===== config.mk =====
export PLATFORM = sky130hd
export DESIGN_NAME = txcrc_ctl
export DESIGN_NICKNAME = d
export VERILOG_FILES = /design/src/rtl/txcrc_pkg.sv /design/src/rtl/txcrc_step.sv /design/src/rtl/txcrc_cmd.sv /design/src/rtl/txcrc_append.sv /design/src/rtl/txcrc_ctl.sv
export SDC_FILE = /design/constraint.sdc
export NUM_CORES = 1
export LEC_CHECK = 0
export BUFFER_PORTS_ARGS = -buffer_cell sky130_fd_sc_hd__buf_2
export CORE_MARGIN = 2
export CORE_UTILIZATION = 57
export CTS_BUF_LIST = sky130_fd_sc_hd__clkbuf_2
export CTS_CLUSTER_DIAMETER = 200
export DETAILED_ROUTE_END_ITERATION = 10
export HOLD_SLACK_MARGIN = 0.05
export PLACE_DENSITY = 0.89
export SETUP_SLACK_MARGIN = 0.4
export SYNTH_ARGS = -nofsm -noshare
export SYNTH_HDL_FRONTEND = slang
export SYNTH_HIERARCHICAL = 1
export SYNTH_SLANG_ARGS = --single-unit

===== constraint.sdc =====
create_clock -name clk -period 3.9 [get_ports clk]
set_input_delay 1.17 -clock clk [delete_from_list [all_inputs] [get_ports clk]]
set_output_delay 1.17 -clock clk [all_outputs]
set_load 0.01 [all_outputs]

===== src/rtl/txcrc_pkg.sv =====
package txcrc_pkg;
   typedef enum logic [1:0] {
      RC_NONE  = 2'b00,
      RC_RXCRC = 2'b01,
      RC_TXCRC = 2'b10,
      RC_EOM   = 2'b11
   } rst_code_e;

   typedef enum logic [1:0] {
      AP_IDLE = 2'd0,
      AP_HI   = 2'd1,
      AP_LO   = 2'd2
   } app_state_e;
endpackage


===== src/rtl/txcrc_step.sv =====
module txcrc_step #(
   parameter int DATA_W = 8,
   parameter int CRC_W  = 16,
   parameter logic [CRC_W-1:0] POLY_SDLC = 16'h1021,
   parameter logic [CRC_W-1:0] POLY_SYNC = 16'h8005
) (
   input  logic [CRC_W-1:0]  crc_in,
   input  logic [DATA_W-1:0] data,
   input  logic              sdlc,
   output logic [CRC_W-1:0]  crc_out
);
   logic [CRC_W-1:0] poly;

   assign poly = sdlc ? POLY_SDLC : POLY_SYNC;

   always_comb begin
      logic [CRC_W-1:0] acc;
      logic             fb;
      acc = crc_in;
      for (int b = DATA_W - 1; b >= 0; b--) begin
         fb  = acc[CRC_W-1] ^ data[b];
         acc = {acc[CRC_W-2:0], 1'b0} ^ ({CRC_W{fb}} & poly);
      end
      crc_out = acc;
   end
endmodule


===== src/rtl/txcrc_cmd.sv =====
module txcrc_cmd
   import txcrc_pkg::*;
#(
   parameter int DATA_W = 8,
   parameter int CMD_W  = 3
) (
   input  logic              clk,
   input  logic              rst_n,
   input  logic              chan_rst,
   input  logic              wr_en,
   input  logic [DATA_W-1:0] wr_data,
   input  logic              tx_enable,
   input  logic              rx_enable,
   input  logic              enter_hunt,
   output logic [CMD_W-1:0]  cmd_field,
   output logic              loop_mode,
   output logic              rx_crc_rst,
   output logic              tx_preset,
   output logic              eom_clr
);
   localparam int CODE_LO = DATA_W - 2;
   localparam int CMD_LO  = CODE_LO - CMD_W;

   rst_code_e code;

   assign code      = rst_code_e'(wr_data[DATA_W-1:CODE_LO]);
   assign tx_preset = wr_en && (code == RC_TXCRC);
   assign eom_clr   = wr_en && (code == RC_EOM) && tx_enable;

   always_ff @(posedge clk or negedge rst_n) begin
      if (!rst_n) begin
         cmd_field  <= '0;
         loop_mode  <= 1'b0;
         rx_crc_rst <= 1'b0;
      end else if (chan_rst) begin
         cmd_field  <= '0;
         loop_mode  <= 1'b0;
         rx_crc_rst <= 1'b0;
      end else begin
         rx_crc_rst <= (wr_en && (code == RC_RXCRC)) || !rx_enable || enter_hunt;
         if (wr_en) begin
            cmd_field <= wr_data[CODE_LO-1:CMD_LO];
            loop_mode <= wr_data[0];
         end
      end
   end


   rx_strobe_chk: assert property (@(posedge clk) disable iff (!rst_n)
      (wr_en && (code == RC_RXCRC) && !chan_rst) |=> rx_crc_rst);

   loop_write_chk: assert property (@(posedge clk) disable iff (!rst_n)
      (wr_en && !chan_rst) |=> (loop_mode == $past(wr_data[0])));
endmodule


===== src/rtl/txcrc_append.sv =====
module txcrc_append
   import txcrc_pkg::*;
#(
   parameter int DATA_W   = 8,
   parameter int CRC_W    = 16,
   parameter bit INV_SDLC = 1'b1
) (
   input  logic              clk,
   input  logic              rst_n,
   input  logic              chan_rst,
   input  logic              tx_underrun,
   input  logic              eom_clr,
   input  logic              sdlc_mode,
   input  logic [CRC_W-1:0]  crc_value,
   output logic              app_valid,
   output logic [DATA_W-1:0] app_byte,
   output logic              app_last,
   output logic              fill_req,
   output logic              eom_latch
);
   app_state_e        state;
   logic [DATA_W-1:0] raw_byte;
   logic [DATA_W-1:0] inv_mask;

   always_ff @(posedge clk or negedge rst_n) begin
      if (!rst_n) begin
         state     <= AP_IDLE;
         eom_latch <= 1'b1;
         fill_req  <= 1'b0;
      end else if (chan_rst) begin
         state     <= AP_IDLE;
         eom_latch <= 1'b1;
         fill_req  <= 1'b0;
      end else begin
         fill_req <= tx_underrun && eom_latch && (state == AP_IDLE);
         unique case (state)
            AP_IDLE: if (tx_underrun && !eom_latch) state <= AP_HI;
            AP_HI:   state <= AP_LO;
            default: state <= AP_IDLE;
         endcase
         if (state == AP_LO)
            eom_latch <= 1'b1;
         else if (eom_clr)
            eom_latch <= 1'b0;
      end
   end

   assign app_valid = (state != AP_IDLE);
   assign app_last  = (state == AP_LO);
   assign raw_byte  = (state == AP_HI) ? crc_value[CRC_W-1:DATA_W]
                                       : crc_value[DATA_W-1:0];

   generate
      if (INV_SDLC) begin : g_inv
         assign inv_mask = {DATA_W{sdlc_mode}};
      end else begin : g_plain
         assign inv_mask = '0;
      end
   endgenerate

   assign app_byte = raw_byte ^ inv_mask;


   two_bytes_chk: assert property (@(posedge clk) disable iff (!rst_n)
      (app_valid && !app_last && !chan_rst) |=> (app_valid && app_last));

   latch_after_crc_chk: assert property (@(posedge clk) disable iff (!rst_n)
      app_last |=> eom_latch);

   latched_no_crc_chk: assert property (@(posedge clk) disable iff (!rst_n)
      eom_latch |=> !app_valid);

   no_fill_in_append_chk: assert property (@(posedge clk) disable iff (!rst_n)
      app_valid |=> !fill_req);
endmodule


===== src/rtl/txcrc_ctl.sv =====
module txcrc_ctl
   import txcrc_pkg::*;
#(
   parameter int DATA_W   = 8,
   parameter int CRC_W    = 16,
   parameter int CMD_W    = 3,
   parameter bit INV_SDLC = 1'b1,
   parameter logic [CRC_W-1:0] POLY_SDLC = 16'h1021,
   parameter logic [CRC_W-1:0] POLY_SYNC = 16'h8005
) (
   input  logic              clk,
   input  logic              rst_n,
   input  logic              chan_rst,
   input  logic              wr_en,
   input  logic [DATA_W-1:0] wr_data,
   output logic [DATA_W-1:0] rd_data,
   input  logic              sdlc_mode,
   input  logic              tx_enable,
   input  logic              rx_enable,
   input  logic              enter_hunt,
   input  logic              tx_char_valid,
   input  logic [DATA_W-1:0] tx_char,
   input  logic              tx_underrun,
   output logic [CMD_W-1:0]  cmd_field,
   output logic              loop_mode,
   output logic              rx_crc_rst,
   output logic [CRC_W-1:0]  crc_value,
   output logic              app_valid,
   output logic [DATA_W-1:0] app_byte,
   output logic              app_last,
   output logic              fill_req,
   output logic              eom_latch
);
   localparam logic [CRC_W-1:0] SDLC_SEED = '1;
   localparam logic [CRC_W-1:0] SYNC_SEED = '0;

   generate
      if (CRC_W != 2 * DATA_W) begin : g_bad_w
         $error("txcrc_ctl: CRC_W must be twice DATA_W");
      end
      if (DATA_W < CMD_W + 3) begin : g_bad_cmd
         $error("txcrc_ctl: DATA_W too small for the command layout");
      end
   endgenerate

   logic             tx_preset;
   logic             eom_clr;
   logic [CRC_W-1:0] crc_next;

   txcrc_cmd #(.DATA_W(DATA_W), .CMD_W(CMD_W)) cmd_i (
      .clk        (clk),
      .rst_n      (rst_n),
      .chan_rst   (chan_rst),
      .wr_en      (wr_en),
      .wr_data    (wr_data),
      .tx_enable  (tx_enable),
      .rx_enable  (rx_enable),
      .enter_hunt (enter_hunt),
      .cmd_field  (cmd_field),
      .loop_mode  (loop_mode),
      .rx_crc_rst (rx_crc_rst),
      .tx_preset  (tx_preset),
      .eom_clr    (eom_clr)
   );

   txcrc_step #(.DATA_W(DATA_W), .CRC_W(CRC_W),
                .POLY_SDLC(POLY_SDLC), .POLY_SYNC(POLY_SYNC)) step_i (
      .crc_in  (crc_value),
      .data    (tx_char),
      .sdlc    (sdlc_mode),
      .crc_out (crc_next)
   );

   txcrc_append #(.DATA_W(DATA_W), .CRC_W(CRC_W), .INV_SDLC(INV_SDLC)) app_i (
      .clk         (clk),
      .rst_n       (rst_n),
      .chan_rst    (chan_rst),
      .tx_underrun (tx_underrun),
      .eom_clr     (eom_clr),
      .sdlc_mode   (sdlc_mode),
      .crc_value   (crc_value),
      .app_valid   (app_valid),
      .app_byte    (app_byte),
      .app_last    (app_last),
      .fill_req    (fill_req),
      .eom_latch   (eom_latch)
   );

   always_ff @(posedge clk or negedge rst_n) begin
      if (!rst_n)
         crc_value <= '0;
      else if (chan_rst)
         crc_value <= '0;
      else if (tx_preset)
         crc_value <= sdlc_mode ? SDLC_SEED : SYNC_SEED;
      else if (tx_char_valid && !app_valid)
         crc_value <= crc_next;
   end

   assign rd_data = {{(DATA_W-1){1'b0}}, loop_mode};


   preset_chk: assert property (@(posedge clk) disable iff (!rst_n)
      (tx_preset && !chan_rst) |=>
         (crc_value == ($past(sdlc_mode) ? SDLC_SEED : SYNC_SEED)));

   crc_hold_chk: assert property (@(posedge clk) disable iff (!rst_n)
      (app_valid && !tx_preset && !chan_rst) |=> $stable(crc_value));

   latch_keep_chk: assert property (@(posedge clk) disable iff (!rst_n)
      (wr_en && (wr_data[DATA_W-1 -: 2] == RC_EOM) && !tx_enable
       && eom_latch && !chan_rst) |=> eom_latch);
endmodule


==> out/qor.csv, run 1 <==
metric,value,unit
run_status,finished clean,
cellPowerDensity,694.5,nW/um2
grt_setup_unrepaired,no,
clock_tree.htree_level_count,1,
cts_hold_buf,0,
hold_path_startpoint,app_i/eom_latch$_DFFE_PN1P_,
synth-seq-cells,25,
slew_viol_final,0,
placement_rows,21,
critical_path_type,input port to output pin,
final_hold_viol_count,0,
grt_util_all_layers,21.22,%
drive_gt1_share,38.31,%
layout-area-overhead-vs-synth,13.07,%
timing.critical_path.buf_inv,2,
final_cell_mix,"57 x buf_2, 25 x xnor2_1, 24 x dfrtp_1",
sequential_cell_area,626.9,um2
worstReg2RegStart,crc_value[11]$_DFFE_PN0P_,
crit_path_top_delay_cell,buf_2,
dieArea,4054,um2
critical_path_arrival,1.96,ns
finClkSkew,0.006956,ns
syn_area,2029,um2
postSynthCellCount,198,
avgViaCountPerCell,5.136,
synth_seq_area_share,30.89,%
grt_start_max_net_pins,27,
via_count_of_the_first_global_routing_pass,1552,
utilization,67.70,%
synth_cell_types,29,
maxSlewHeadroom,29.28,%
hold_path_class,register to register,
worstHoldPathCells,2,
initial_utilization,59.87,%
ff2ff_setup_slack,1.80,ns
setup_tns,0,ns
final.period_utilization,80.25,%
layout.filler_cells,270,
routability_congestion,0.7780,
antenna_found_initial,0,
layout.cells.most_common,buf_2,
setup_slack,0.7701,ns
detailed_place.area,2275,um2
cts_repair_resize_count,0,
die_ht,63.67,um
p_leak,1.109,nW
critical_path_cell_sequence,"buf_2, xnor2_1, buf_2",
worst_pin_slew,1.057,ns
ff_to_ff_path_depth,8,
max-clock-path-buffers,2,
synth_warnings,6,
cts_buffers,3,
globalRouteOverflowTotal,0,
clk-insertion-delay-late,0.35,ns
timing.final.crit_period,3.130,ns
grt_pass1_wl,6803,um
worst_setup_path_end_kind,output pin,
ctsRootBufferMaster,clkbuf_2,
max_cap_viol_count,0,
dp_cells,290,
wl_per_cell,13.28,um
ioPinCount,67,
critPathLaunchType,input port,
final_area,2295,um2
drt_first_pass_iters,4,
n_antenna_cell,0,
reg2reg_to,crc_value[0]$_DFFE_PN0P_,
post_cts.repair.setup_buffers,0,
critPathTopFamily,buffers and inverters,
path_max_fanout,25,
holdWs,0.5268,ns
finish.net_count,275,
hpwl,2888,um
vias,1510,
power,1.594,mW
tritoncts,built,
post-route-drc-count,0,
min_delay_worst_endpoint,app_i/fill_req$_DFF_PN0_,
setup_violations,0,
highest_clock_rate,0.3195,GHz
cpPeakStageDelay,0.45,ns
clk_transition_reported_paths,0.24,ns
die-width,63.67,um
drt_first_iter_violations,30,
buffer_ports.inserted,57,
ant_nets,0,
layout.cells.non_filler,294,
required,2.73,ns
ir_drop,0.3220,mV
clkSinkCount,25,
placeableCoreArea,3390,um2
avgSynthCellArea,10.25,um2
drt_wl_total,3904,um
multi_input_area,1271,um2
place_worst_setup_slack,0.6594,ns
worst_path_most_repeated_cell,buf_2,
## layout make-up
class / instances / share of cell area [%]
Clock buffer: 4 / 0.8724
Inverter: 5 / 0.8179
Multi-Input combinational cell: 155 / 55.40
Sequential cell: 25 / 27.32
Tap cell: 46 / 2.508
Timing Repair Buffer: 59 / 13.09
## cell usage after synthesis
master,number,area [um2]
dfrtp_1,24,600.6
nor2_1,11,41.29
a21oi_1,20,100.1
nand2b_1,17,106.4
nand2_1,8,30.03
conb_1,1,3.750
nor4_1,2,12.51
nor2b_1,4,25.02
xnor2_1,25,219.0
o21ai_0,2,10.01
a211oi_4,1,20.02
a31oi_1,1,6.260
clkbuf_2,1,5.000
inv_1,5,18.77
xnor2_4,2,55.05
buf_4,8,60.06
dfstp_2,1,26.28
xor2_2,1,16.27
mux2i_1,17,170.2
buf_2,2,10.01
or2_2,1,6.260
clkbuf_1,4,15.01
a211o_1,1,8.760
xor2_1,8,70.07
nand3b_1,1,7.510
xnor2_2,9,146.4
mux2_2,16,180.2
buf_6,4,45.04
nor2b_4,1,13.76
## sequential cells by signal, indices dropped and copies added (netlist names)
register and cells:
app_i/fill_req 1, cmd_i/cmd_field 3, cmd_i/rx_crc_rst 1, crc_value 16
app_i/state 2, cmd_i/loop_mode 1, app_i/eom_latch 1
## metal layers
metal / up-vias / share of wire [%] / track usage (%)
met4: 0 / 1.2 / 8.152
met2: 52 / 51 / 37.50
met5: - / 0 / 0
met1: 715 / 42 / 26.55
met3: 6 / 5.5 / 2.143
li1: 737 / - / -
## cells by family after synthesis
family	Yosys count	share of synthesized area [%]
buffers and inverters	24	7.583
and+or+nand+nor	45	11.96
xor gates and xnor gates	45	24.97
other	1	0.1848
AOI/OAI and AO/OA	25	7.152
DFF	25	30.89
muxes	33	17.26
## how the worst max path moves through the flow
stage / endpoint / cells past startpoint / startpoint / slack (ns)
after floorplan: app_byte[0] / 2 / sdlc_mode / 1.10
after global placement: crc_value[3]$_DFFE_PN0P_ / 7 / wr_en / 0.68
after detailed placement: crc_value[8]$_DFFE_PN0P_ / 7 / wr_en / 0.66
after CTS: app_byte[7] / 3 / sdlc_mode / 0.77
after global routing: app_byte[3] / 3 / sdlc_mode / 0.71
final: app_byte[2] / 3 / sdlc_mode / 0.77
## worst reg2reg max path: stages (launching register included)
cell and delay, ns:
dfrtp_1 0.48, xnor2_2 0.41, xnor2_4 0.14, xnor2_2 0.23, mux2i_1 0.24, xor2_1 0.10
nand2b_1 0.08, a21oi_1 0.07, mux2_2 0.28
## report_power, final
group	switching (mW)	total (mW)	leakage (nW)	internal, mW
logic	0.507	1.07	0.767	0.560
registers	0.0926	0.421	0.325	0.328
clock network	0.0786	0.106	0.0166	0.0271
No activity file was read; power rests on OpenSTA's default activity.
==> run 2: changes to the inputs <==
- ABC_AREA: default -> 1
- CORE_UTILIZATION: 57 -> 55
- PLACE_DENSITY: 0.89 -> 0.84
- clock period: 3.9 -> 3.28 ns (I/O delays scaled with it)
==> run 2 against run 1 <==
Effect of this change:
- clock power increased by 27%
- setup slack got worse by 0.52 ns
- clock-buffer cell count decreased by 1
- register-to-register slack got worse by 1.5 ns
- critical path depth increased by 21
- non-clock buffer count increased by 45
- sequential power increased by 16%
- via count increased by 88%
- synthesized cell count increased by 77%
- area after synthesis increased by 18%
- sequential share of layout area decreased by 7.6 points
- clock skew about the same
- largest power group unchanged
==> out/qor.csv, run 2 <==
metric,value,unit,change
run_status,finished clean,,unchanged
synth_cell_types,28,,was 29
drive_gt1_share,39.41,%,was 38.31%
antenna_found_initial,0,,unchanged
finClkSkew,0.006808,ns,was 0.006956 ns
die-width,69.88,um,was 63.67 um
worstSetupEndpoint,crc_value[6]$_DFFE_PN0P_,,was app_byte[2]
ff_to_ff_path_depth,23,,was 8
grt_pass1_wl,11390,um,was 6803 um
combinational_share_of_power,65.8,%,was 67.0%
intPower,912.0,uW,was 915.4 uW
n_antenna_cell,0,,unchanged
power.switching,907.7,uW,was 678.4 uW
layout-area-overhead-vs-synth,34.07,%,was 13.07%
cell_taking_the_most_area_after_synthesis,dfrtp_1,,unchanged
layout.cells.most_common,nand2_1,,was buf_2
drt_first_iter_violations,398,,was 30
hold_path_class,register to register,,unchanged
critical_path_cell_sequence,"buf_12, nand2_2, nand2_4, nand3_4, nand3_4, nand2_2, nand3_2, nand2_2, nand3_4, nand2_4, nand2_4, nand3_4, nand3_2, nand3_4, nand3_2, nand2_1, inv_2, nand2_2, nand2_1, xnor2_1, nand2_1, nand2_1, nand3_1, nand2_1",,"was buf_2, xnor2_1, buf_2"
timing.final.crit_period,3.030,ns,
final_hold_viol_count,0,,unchanged
cts_hold_buf,0,,unchanged
wl_per_cell,16.28,um,was 13.28 um
synth-edff-count,0,,unchanged
synth_seq_area_share,26.26,%,was 30.89%
path_max_fanout,4,,was 25
setup_tns,0,ns,unchanged
worst_setup_path_end_kind,register,,was output pin
finish.net_count,471,,was 275
clock_tree.htree_level_count,1,,unchanged
globalRouteOverflowTotal,0,,unchanged
drt_first_pass_iters,6,,was 4
final.period_utilization,92.39,%,
initial_utilization,58.42,%,was 59.87%
timing.critical_path.buf_inv,2,,unchanged
ir_drop,0.4097,mV,was 0.3220 mV
max-clock-path-buffers,2,,unchanged
post-route-drc-count,0,,unchanged
placeableCoreArea,4086,um2,was 3390 um2
postSynthCellCount,351,,was 198
largest-register,crc_value,,unchanged
ant_nets,0,,unchanged
tritoncts,built,,unchanged
crit_path_top_delay_cell,xnor2_1,,was buf_2
clk_transition_reported_paths,0.26,ns,was 0.24 ns
final_cell_mix,"102 x nand2_1, 69 x nand3_1, 54 x buf_2",,"was 57 x buf_2, 25 x xnor2_1, 24 x dfrtp_1"
buffer_ports.inserted,57,,unchanged
worstReg2RegStart,crc_value[14]$_DFFE_PN0P_,,was crc_value[11]$_DFFE_PN0P_
cp.depth,24,,was 3
synth_cell_count_leaders,"116 x nand2_1, 69 x nand3_1, 43 x inv_1, 24 x dfrtp_1, 14 x nand2_2",,"was 25 x xnor2_1, 24 x dfrtp_1, 20 x a21oi_1, 17 x mux2i_1, 17 x nand2b_1"
max_reg_flops,16,,unchanged
ioPinCount,67,,unchanged
via_count_of_the_first_global_routing_pass,2442,,was 1552
critPathLaunchType,input port,,unchanged
cts_buffers,3,,unchanged
placement_rows,23,,was 21
highest_clock_rate,0.3300,GHz,
drt_wl_total,8040,um,was 3904 um
critical_path_type,input port to register,,was input port to output pin
clkSinkCount,25,,unchanged
worst_pin_slew,0.6777,ns,was 1.057 ns
dominant_cells_by_area_after_synthesis,"dfrtp_1 25%, nand2_1 18%, nand3_1 14%",,"was dfrtp_1 30%, xnor2_1 11%, mux2_2 8.9%"
slew_viol_final,0,,unchanged
switching_share,49.88,%,was 42.56%
syn_area,2387,um2,was 2029 um2
p_leak,1.879,nW,was 1.109 nW
grt_start_max_net_pins,26,,was 27
setup_violations,0,,unchanged
critical_path.startpoint,tx_char[6],,was sdlc_mode
asyncSetResetFlopFracSynth,100.0,%,unchanged
yosysTopAreaCellShare,25.16,%,was 29.59%
ctsRootBufferMaster,clkbuf_2,,unchanged
max_cap_viol_count,0,,unchanged
required,3.63,ns,was 2.73 ns
clk-insertion-delay-late,0.39,ns,was 0.35 ns
cpPeakStageDelay,0.16,ns,was 0.45 ns
maxSlewHeadroom,54.47,%,was 29.28%
ff2ff_setup_slack,0.30,ns,was 1.80 ns
hpwl,4488,um,was 2888 um
dieArea,4883,um2,was 4054 um2
yosys.cell_count.top_type,nand2_1,,was xnor2_1
grt_setup_unrepaired,yes,,was no
die_ht,69.88,um,was 63.67 um
routability_congestion,0.9015,,was 0.7780
p_seq_share,26.8,%,was 26.4%
power,1.820,mW,was 1.594 mW
reg2reg_to,crc_value[6]$_DFFE_PN0P_,,was crc_value[0]$_DFFE_PN0P_
vias,2833,,was 1510
grt_util_all_layers,28.56,%,was 21.22%
synth_top_flop_cell,dfrtp_1,,unchanged
cellPowerDensity,568.5,nW/um2,was 694.5 nW/um2
pwr-share-clk,7.4,%,was 6.6%
synth-seq-cells,25,,unchanged
critPathTopFamily,simple AND/OR/NAND/NOR gates,,was buffers and inverters
layout_top_registers,"crc_value: 16 flops, cmd_i/cmd_field: 3 flops, app_i/state: 2 flops",,unchanged
avgViaCountPerCell,5.735,,was 5.136
avgSynthCellArea,6.801,um2,was 10.25 um2
synth_warnings,6,,unchanged
critical_path_arrival,3.38,ns,was 1.96 ns
==> run 2: layer usage <==
layer  GRT usage [%]  routed length, um  vias up
li1                -                  -     1277
met1           35.90               2853     1280
met2           46.88               3894      215
met3           6.349                794       61
met4           12.61                497        0
met5               0                  0        -
==> run 2: worst min path at each step <==
stage                              startpoint                             end  slack, ns  depth (start not counted)
3_3_place_gp   cmd_i/cmd_field[1]$_DFFE_PN0P_  cmd_i/cmd_field[1]$_DFFE_PN0P_       0.46                          2
2_1_floorplan  cmd_i/cmd_field[0]$_DFFE_PN0P_  cmd_i/cmd_field[0]$_DFFE_PN0P_       0.51                          2
4_1_cts        cmd_i/cmd_field[0]$_DFFE_PN0P_  cmd_i/cmd_field[0]$_DFFE_PN0P_       0.51                          2
5_1_grt        cmd_i/cmd_field[2]$_DFFE_PN0P_  cmd_i/cmd_field[2]$_DFFE_PN0P_       0.55                          2
6_report       cmd_i/cmd_field[2]$_DFFE_PN0P_  cmd_i/cmd_field[2]$_DFFE_PN0P_       0.51                          2
3_5_place_dp   cmd_i/cmd_field[0]$_DFFE_PN0P_  cmd_i/cmd_field[0]$_DFFE_PN0P_       0.46                          2
==> run 2: area by class of cell <==
cell class / count / area [um2]
repair buffers: 104 / 681.9
clock inverters: 1 / 7.507
clock buffers: 3 / 15.01
well taps: 50 / 62.56
flip-flops and latches: 25 / 630.6
inverters: 47 / 212.7
multi-input cells: 264 / 1590
fillers: 276 / 885.9
==> run 2: cells by family after synthesis <==
family                    Yosys count  share of synthesized area [%]
buffers and inverters              68                          15.57
other                               1                         0.1571
xor gates and xnor gates           19                          7.285
DFF                                25                          26.26
and+or+nand+nor                   236                          50.31
AOI/OAI and AO/OA                   2                         0.4189
==> run 2: worst register-to-register path: stages (launching register included) <==
cell	delay [ns]
dfrtp_2	0.51
inv_1	0.14
nand2_2	0.09
nand2_4	0.09
nand3_4	0.11
nand4_1	0.13
nand3_2	0.12
nand2_2	0.11
nand3_4	0.10
nand2_4	0.09
nand2_4	0.06
nand3_4	0.09
nand3_2	0.13
nand3_4	0.14
nand3_2	0.12
nand2_1	0.14
inv_2	0.05
nand2_2	0.08
nand2_1	0.07
xnor2_1	0.16
nand2_1	0.10
nand2_1	0.11
nand3_1	0.11
nand2_1	0.10
==> run 2: repair_timing <==
action	CTS	global route
endpoints found under the setup margin	5	22
setup buffers	26	9
pin swaps	11	19
gates resized for setup	8	42
==> run 2: power groups by stage <==
stage | clock network [mW] | registers, mW | logic (mW)
3_5_place_dp | 0 | 0.489 | 0.867
4_1_cts | 0.125 | 0.483 | 0.977
3_3_place_gp | 0 | 0.486 | 0.844
5_1_grt | 0.143 | 0.494 | 1.29
2_1_floorplan | 0 | 0.476 | 0.607
6_report | 0.135 | 0.488 | 1.20
==> run 2: stage by stage <==
step                util (%)  instance area, um2  cells  worst slack [ns]  hold WS [ns]
floorplan                  -                2467    357            0.3898        0.5086
global placement       66.38                2713    455          -0.01568        0.4583
detailed placement     66.38                2713    455           -0.1037        0.4573
CTS                    72.75                2973    485            0.3806        0.5135
global route           78.32                3201    494            0.1596        0.5456
finish                 78.32                3201    494            0.2496        0.5112
